$ cat src/rtl/dma_split_pkg.sv
package dma_split_pkg;

    typedef enum logic [1:0] {
        ST_IDLE = 2'd0,
        ST_SEND = 2'd1,
        ST_DONE = 2'd2
    } split_state_t;

    localparam int PKT_WORDS = 7;

    typedef enum logic [2:0] {
        W_HDR    = 3'd0,
        W_SIZE   = 3'd1,
        W_SWAP   = 3'd2,
        W_SRC_LO = 3'd3,
        W_SRC_HI = 3'd4,
        W_DST_LO = 3'd5,
        W_DST_HI = 3'd6
    } word_sel_t;

endpackage

$ cat src/rtl/dma_split_chunk.sv
module dma_split_chunk #(
    parameter int CNT_W   = 32,
    parameter int MAX_NEW = 4194048,
    parameter int MAX_OLD = 2097120
) (
    input  logic [CNT_W-1:0] remaining,
    input  logic             split_mode,
    input  logic             fmt_new,
    output logic [CNT_W-1:0] chunk,
    output logic [31:0]      size_field
);
    localparam logic [CNT_W-1:0] LIM_NEW = CNT_W'(MAX_NEW);
    localparam logic [CNT_W-1:0] LIM_OLD = CNT_W'(MAX_OLD);
    localparam logic [CNT_W-1:0] FOUR    = CNT_W'(4);

    logic [CNT_W-1:0] limit;
    logic [CNT_W-1:0] masked;

    always_comb begin
        limit  = fmt_new ? LIM_NEW : LIM_OLD;
        masked = split_mode ? {remaining[CNT_W-1:2], 2'b00} : remaining;
        if (remaining < FOUR) begin
            chunk = remaining;
        end else if (masked < limit) begin
            chunk = masked;
        end else begin
            chunk = limit;
        end
        size_field = 32'(chunk) - {31'd0, fmt_new};
    end
endmodule

$ cat src/rtl/dma_split_advance.sv
module dma_split_advance #(
    parameter int CNT_W = 32
) (
    input  logic [63:0]      src,
    input  logic [63:0]      dst,
    input  logic [CNT_W-1:0] remaining,
    input  logic [CNT_W-1:0] chunk,
    output logic [63:0]      nxt_src,
    output logic [63:0]      nxt_dst,
    output logic [CNT_W-1:0] nxt_rem,
    output logic             final_chunk
);
    always_comb begin
        nxt_src     = src + 64'(chunk);
        nxt_dst     = dst + 64'(chunk);
        nxt_rem     = remaining - chunk;
        final_chunk = (nxt_rem == '0);
    end
endmodule

$ cat src/rtl/dma_split_word.sv
module dma_split_word
    import dma_split_pkg::*;
#(
    parameter logic [7:0] OPCODE = 8'h01,
    parameter logic [7:0] SUBOP  = 8'h00
) (
    input  word_sel_t   sel,
    input  logic [31:0] size_field,
    input  logic [63:0] src,
    input  logic [63:0] dst,
    output logic [31:0] word
);
    localparam logic SECURE = 1'b0;
    localparam logic [31:0] HEADER = {13'd0, SECURE, 2'b00, SUBOP, OPCODE};

    always_comb begin
        unique case (sel)
            W_HDR:    word = HEADER;
            W_SIZE:   word = size_field;
            W_SWAP:   word = 32'd0;
            W_SRC_LO: word = src[31:0];
            W_SRC_HI: word = src[63:32];
            W_DST_LO: word = dst[31:0];
            W_DST_HI: word = dst[63:32];
            default:  word = 32'd0;
        endcase
    end
endmodule

$ cat src/rtl/dma_copy_splitter.sv
module dma_copy_splitter
    import dma_split_pkg::*;
#(
    parameter logic [7:0] OPCODE  = 8'h01,
    parameter logic [7:0] SUBOP   = 8'h00,
    parameter int         CNT_W   = 32,
    parameter int         MAX_NEW = 4194048,
    parameter int         MAX_OLD = 2097120
) (
    input  logic             clk,
    input  logic             rst_n,
    input  logic             req_valid,
    output logic             req_ready,
    input  logic [63:0]      req_src,
    input  logic [63:0]      req_dst,
    input  logic [CNT_W-1:0] req_bytes,
    input  logic             req_fmt_new,
    output logic             pkt_valid,
    input  logic             pkt_ready,
    output logic [31:0]      pkt_word,
    output logic             done_o
);
    localparam word_sel_t        LAST_SEL = word_sel_t'(PKT_WORDS - 1);
    localparam logic [CNT_W-1:0] FOUR     = CNT_W'(4);

    split_state_t     state_q, state_d;
    word_sel_t        idx_q;
    logic [63:0]      src_q, dst_q;
    logic [CNT_W-1:0] rem_q;
    logic             fmt_q, split_q;

    logic [CNT_W-1:0] chunk;
    logic [31:0]      size_field;
    logic [63:0]      nxt_src, nxt_dst;
    logic [CNT_W-1:0] nxt_rem;
    logic             final_chunk;
    logic             accept, hs, pkt_end, split_req;

    dma_split_chunk #(
        .CNT_W  (CNT_W),
        .MAX_NEW(MAX_NEW),
        .MAX_OLD(MAX_OLD)
    ) u_chunk (
        .remaining (rem_q),
        .split_mode(split_q),
        .fmt_new   (fmt_q),
        .chunk     (chunk),
        .size_field(size_field)
    );

    dma_split_advance #(
        .CNT_W(CNT_W)
    ) u_adv (
        .src        (src_q),
        .dst        (dst_q),
        .remaining  (rem_q),
        .chunk      (chunk),
        .nxt_src    (nxt_src),
        .nxt_dst    (nxt_dst),
        .nxt_rem    (nxt_rem),
        .final_chunk(final_chunk)
    );

    dma_split_word #(
        .OPCODE(OPCODE),
        .SUBOP (SUBOP)
    ) u_word (
        .sel       (idx_q),
        .size_field(size_field),
        .src       (src_q),
        .dst       (dst_q),
        .word      (pkt_word)
    );

    // Output process
    always_comb begin
        req_ready = (state_q == ST_IDLE);
        pkt_valid = (state_q == ST_SEND);
        done_o    = (state_q == ST_DONE);
    end

    assign accept    = req_valid && (state_q == ST_IDLE);
    assign hs        = pkt_valid && pkt_ready;
    assign pkt_end   = hs && (idx_q == LAST_SEL);
    assign split_req = (req_src[1:0] == 2'b00) && (req_dst[1:0] == 2'b00) &&
                       (req_bytes > FOUR) && (req_bytes[1:0] != 2'b00);

    // Next-state logic
    always_comb begin
        state_d = state_q;
        unique case (state_q)
            ST_IDLE: if (accept) state_d = (req_bytes == '0) ? ST_DONE : ST_SEND;
            ST_SEND: if (pkt_end && final_chunk) state_d = ST_DONE;
            ST_DONE: state_d = ST_IDLE;
            default: state_d = ST_IDLE;
        endcase
    end

    // State register
    always_ff @(posedge clk) begin
        if (!rst_n) state_q <= ST_IDLE;
        else        state_q <= state_d;
    end

    // Request and packet bookkeeping registers
    always_ff @(posedge clk) begin
        if (!rst_n) begin
            idx_q   <= W_HDR;
            src_q   <= '0;
            dst_q   <= '0;
            rem_q   <= '0;
            fmt_q   <= 1'b0;
            split_q <= 1'b0;
        end else if (accept) begin
            idx_q   <= W_HDR;
            src_q   <= req_src;
            dst_q   <= req_dst;
            rem_q   <= req_bytes;
            fmt_q   <= req_fmt_new;
            split_q <= split_req;
        end else if (hs) begin
            if (pkt_end) begin
                idx_q <= W_HDR;
                src_q <= nxt_src;
                dst_q <= nxt_dst;
                rem_q <= nxt_rem;
            end else begin
                idx_q <= word_sel_t'(idx_q + 3'd1);
            end
        end
    end


    stall_hold_chk: assert property (@(posedge clk) disable iff (!rst_n)
        pkt_valid && !pkt_ready |=> pkt_valid && $stable(pkt_word));


    chunk_nonzero_chk: assert property (@(posedge clk) disable iff (!rst_n)
        (state_q == ST_SEND) |-> (chunk != '0) && (chunk <= rem_q));


    chunk_limit_chk: assert property (@(posedge clk) disable iff (!rst_n)
        (state_q == ST_SEND) |-> (chunk <= (fmt_q ? CNT_W'(MAX_NEW) : CNT_W'(MAX_OLD))));


    bulk_aligned_chk: assert property (@(posedge clk) disable iff (!rst_n)
        (state_q == ST_SEND) && split_q && (rem_q >= FOUR) |-> (chunk[1:0] == 2'b00));


    done_pulse_chk: assert property (@(posedge clk) disable iff (!rst_n)
        done_o |=> !done_o && req_ready);


    idle_quiet_chk: assert property (@(posedge clk) disable iff (!rst_n)
        req_ready |-> !pkt_valid && !done_o);


    swap_zero_chk: assert property (@(posedge clk) disable iff (!rst_n)
        pkt_valid && (idx_q == W_SWAP) |-> (pkt_word == 32'd0));

endmodule

$ cat config.mk
export PLATFORM = sky130hd
export DESIGN_NAME = dma_copy_splitter
export DESIGN_NICKNAME = d
export VERILOG_FILES = /design/src/rtl/dma_split_pkg.sv /design/src/rtl/dma_split_chunk.sv /design/src/rtl/dma_split_advance.sv /design/src/rtl/dma_split_word.sv /design/src/rtl/dma_copy_splitter.sv
export SDC_FILE = /design/constraint.sdc
export NUM_CORES = 1
export LEC_CHECK = 0
export ABC_CLOCK_PERIOD_IN_PS = 8080
export BUFFER_PORTS_ARGS = -buffer_cell sky130_fd_sc_hd__buf_2
export CORE_MARGIN = 3
export CORE_UTILIZATION = 50
export DETAILED_ROUTE_END_ITERATION = 12
export GPL_TIMING_DRIVEN = 0
export PLACE_DENSITY = 0.7
export SYNTH_ARGS = -nofsm -noshare
export SYNTH_HDL_FRONTEND = slang
export SYNTH_HIERARCHICAL = 1
export SYNTH_SLANG_ARGS = --single-unit
$ cat constraint.sdc
create_clock -name clk -period 8.08 [get_ports clk]
set_clock_uncertainty 0.2 [all_clocks]
set_input_delay 0.808 -clock clk [delete_from_list [all_inputs] [get_ports clk]]
set_output_delay 0.808 -clock clk [all_outputs]
set_load 0.01 [all_outputs]
==> key figures <==
Global routing
  • All-Layer GR Usage: 0.356
  • Vias in the first global route: 16600
  • GR Layer Usage met3: 0.0580
  • Largest net degree at the start of global routing: 17
  • Grt met1 use: 0.481
  • Wire length of the first global-routing pass: 97700 µm
  • Overflow after GRT: 0
  • Met2 Use GR: 0.555
  • Most Crowded Layer GR: met2
  • Initial antenna violation count: 0

STA
  • Slew Limit Headroom: 0.0659
  • Setup TNS: 0 ns
  • Tmin final: 7.69 ns
  • Max Freq: 130 MHz
  • WHS: 0.329 ns
  • Final setup fails: 0
  • Final hold vios: 0
  • Final Cycle Share: 0.951
  • Slew at the pin closest to its max-slew limit: 1.39 ns
  • Unrepaired setup endpoints after global routing: no
  • Final Max Tran Viols: 0

Power and ir drop
  • Comb power frac: 0.536
  • Int Power: 2.41 mW
  • Switching share of power: 0.450
  • Maximum VDD drop: 0.000161 V
  • Clock network power share: 0.199
  • Pleak: 8.25 nW
  • PwrDens: 233 nW/µm²
  • Seq pwr share: 0.265
  • NetSw: 1.97 mW

Synth
  • Yosys cell types: 96
  • Synth Area in Simple Gates: 0.205
  • Post-synthesis mux area share: 0.120
  • Post-synthesis compound-gate area fraction: 0.239
  • Syn Area/Cell: 8.07 µm²
  • Synth Area in XOR/XNOR: 0.0817
  • Cells after Synth: 2060
  • Primary FF master, synth: dfxtp_1
  • Seq/Total Area, Yosys: 0.201
  • Post-synth EDFFs: 0
  • Synthesized cell area: 16600 µm²
  • Number of synthesis warnings: 6
  • Post-Synth Adder-Cell Area: 0.0804
  • Synth Register Bits: 167
  • Largest family of logic cells by synthesized area: compound AO/OA/AOI/OAI gates
  • Async set-reset flop share out of synthesis: 0

Route
  • Via density: 6.33
  • Vias: 17400
  • Post-route DRC: 0
  • Final wirelength: 64900 µm
  • Post-DRT Antenna Nets: 0
  • Initial DRT Pass Iterations: 5
  • Routed length per instance: 23.7 µm
  • Starting DRC count in detailed routing: 1814

Setup path
  • CP endpoint kind: register
  • CP max FO: 10
  • Setup crit start: fmt_q
  • Crit path DAT: 7.88 ns
  • RR Startpoint: fmt_q
  • R2R cell count: 23
  • Setup crit start kind: register
  • CP required: 8.27 ns
  • R2R Path End: state_q[1]
  • Register-to-register setup slack: 0.39 ns
  • WS Path Type: reg2reg

Cells and area
  • Commonest non-fill, non-tap cell in the layout: nor2_1
  • Layout cell share with drive strength beyond 1: 0.150
  • Utilization after layout: 0.576
  • Finished Layout Cells: 2743
  • Most frequent cells in the layout: 277 x nor2_1, 237 x buf_2, 195 x mux2i_1
  • Design area: 18800 µm²
  • Nets: 2557
  • Area Growth Syn to Fin: 13.2%
  • Fillers: 3113

Clock tree
  • Clk buf depth: 2
  • Clock slew at reported path FFs: 0.07 ns
  • Worst skew pair latency: 0.46 ns
  • Post-CTS setup buffers: 0
  • CTS tree: built
  • H-Tree Depth: 4
  • CTS buffer count: 17
  • Hold Buf Count CTS: 0
  • CTS sink count: 167
  • Post-cts resize count: 0
  • Clock Tree Root: clkbuf_16

Hold path
  • HP Start: dst_q[2]
  • Hold path endpoint: dst_q[2]
  • HP Class: reg2reg
  • Worst hold path cell count: 2

Die
  • Num rows: 66
  • Width of the die: 188 µm
  • Starting Density: 0.509
  • IO Pins: 200
  • Core ar.: 32600 µm²
  • Die area: 35500 µm²
  • Die height: 188 µm

Placement
  • Final Wtd Congestion: 1.03
  • Port Buffers: 199
  • Placed wire-length estimate: 52200 µm
  • Placed Instances: 2710
  • Placement Cell Area: 18200 µm²

Job
  • Max Cap Viol: 0

Outcome
  • Status: finished, final reports clean
-- logic make-up after synthesis --
| group | Yosys count |
|---|---|
| flip-flops | 167 |
| multiplexers | 198 |
| other | 1 |
| XOR/XNOR | 155 |
| AO/OA/AOI/OAI | 549 |
| AND/OR/NAND/NOR | 675 |
| adder cells (fa/ha/maj) | 105 |
| buffers and inverters | 210 |
-- per-stage QoR --
| step | total power, mW | setup WS (ns) |
|---|---|---|
| 2_1_floorplan | 2.80 | 2.20 |
| 3_3_place_gp | 3.39 | 0.814 |
| 3_5_place_dp | 3.42 | 0.713 |
| 4_1_cts | 4.30 | 0.675 |
| 5_1_grt | 4.63 | 0.131 |
| 6_report | 4.37 | 0.392 |
-- per-layer routing --
metal,share of wire,vias to the layer above
li1,-,8097
met1,0.42,8221
met2,0.44,895
met3,0.089,158
met4,0.051,0
met5,0,-
-- power groups by stage --
stage	combinational (mW)	clock, mW	sequential (mW)
finish	2.34	0.870	1.16
floorplan	1.73	0	1.07
CTS	2.28	0.878	1.15
global placement	2.22	0	1.16
detailed placement	2.26	0	1.16
global route	2.55	0.906	1.17
-- critical path, cell delays in order (launching register included) --
cell and delay (ns):
dfxtp_1 0.58, inv_1 0.22, ha_1 0.33, nand4_1 0.07, or4_4 0.57, o21ai_2 0.37, nand2_2 0.22, clkbuf_1 0.29
o21ai_0 1.13, inv_1 0.14, ha_1 0.42, nand2_1 0.12, nor2_1 0.06, and4_1 0.18, a31oi_1 0.56, o211ai_1 0.20
a21oi_1 0.20, xnor2_1 0.11, or4_1 0.59, nor4_2 0.29, nand4_1 0.18, a211oi_1 0.34, and2_1 0.17, a31o_1 0.08
-- registers in the layout, indices dropped and copies added, names as in the netlist --
signal,flops
dst_q,64
src_q,64
rem_q,32
idx_q,3
state_q,2
fmt_q,1
split_q,1
-- cell type report --
class	instances	area (µm²)	share of cell area
inverter	76	285	0.0152
multi-input combinational	1692	12100	0.643
timing repair buffer	199	996	0.0530
buffer	134	937	0.0498
antenna	1	2.50	0.000133
tap	442	553	0.0294
sequential	167	3340	0.178
clock inverter	8	111	0.00592
clock buffer	24	492	0.0262
-- cell usage after synthesis (14+ instances only) --
master,n,share of area
nor2_1,277,0.063
mux2i_1,195,0.12
a211oi_1,173,0.078
dfxtp_1,167,0.20
ha_1,102,0.077
a21oi_1,93,0.028
xnor2_1,90,0.047
nand2_1,88,0.020
inv_1,73,0.016
xor2_1,65,0.034
a21o_1,55,0.025
clkbuf_1,53,0.012
nand3_1,49,0.015
buf_2,38,0.011
o21ai_0,37,0.011
nor4_1,36,0.014
nand4_1,34,0.013
nand2b_1,33,0.012
and3_1,32,0.012
a221o_1,30,0.018
a22o_1,30,0.016
nor3_1,23,0.0069
o21a_1,16,0.0072
buf_4,15,0.0068
o21bai_1,15,0.0068
and2_1,14,0.0053
-- how the worst max path moves through the flow --
| stage | endpoint | slack (ns) | depth (start not counted) |
|---|---|---|---|
| 2_1_floorplan | state_q[1] | 2.20 | 25 |
| 3_3_place_gp | state_q[1] | 0.81 | 23 |
| 3_5_place_dp | state_q[1] | 0.71 | 23 |
| 4_1_cts | state_q[1] | 0.68 | 23 |
| 5_1_grt | state_q[1] | 0.13 | 25 |
| 6_report | state_q[1] | 0.39 | 23 |
No activity file was read; power rests on OpenSTA's default activity.
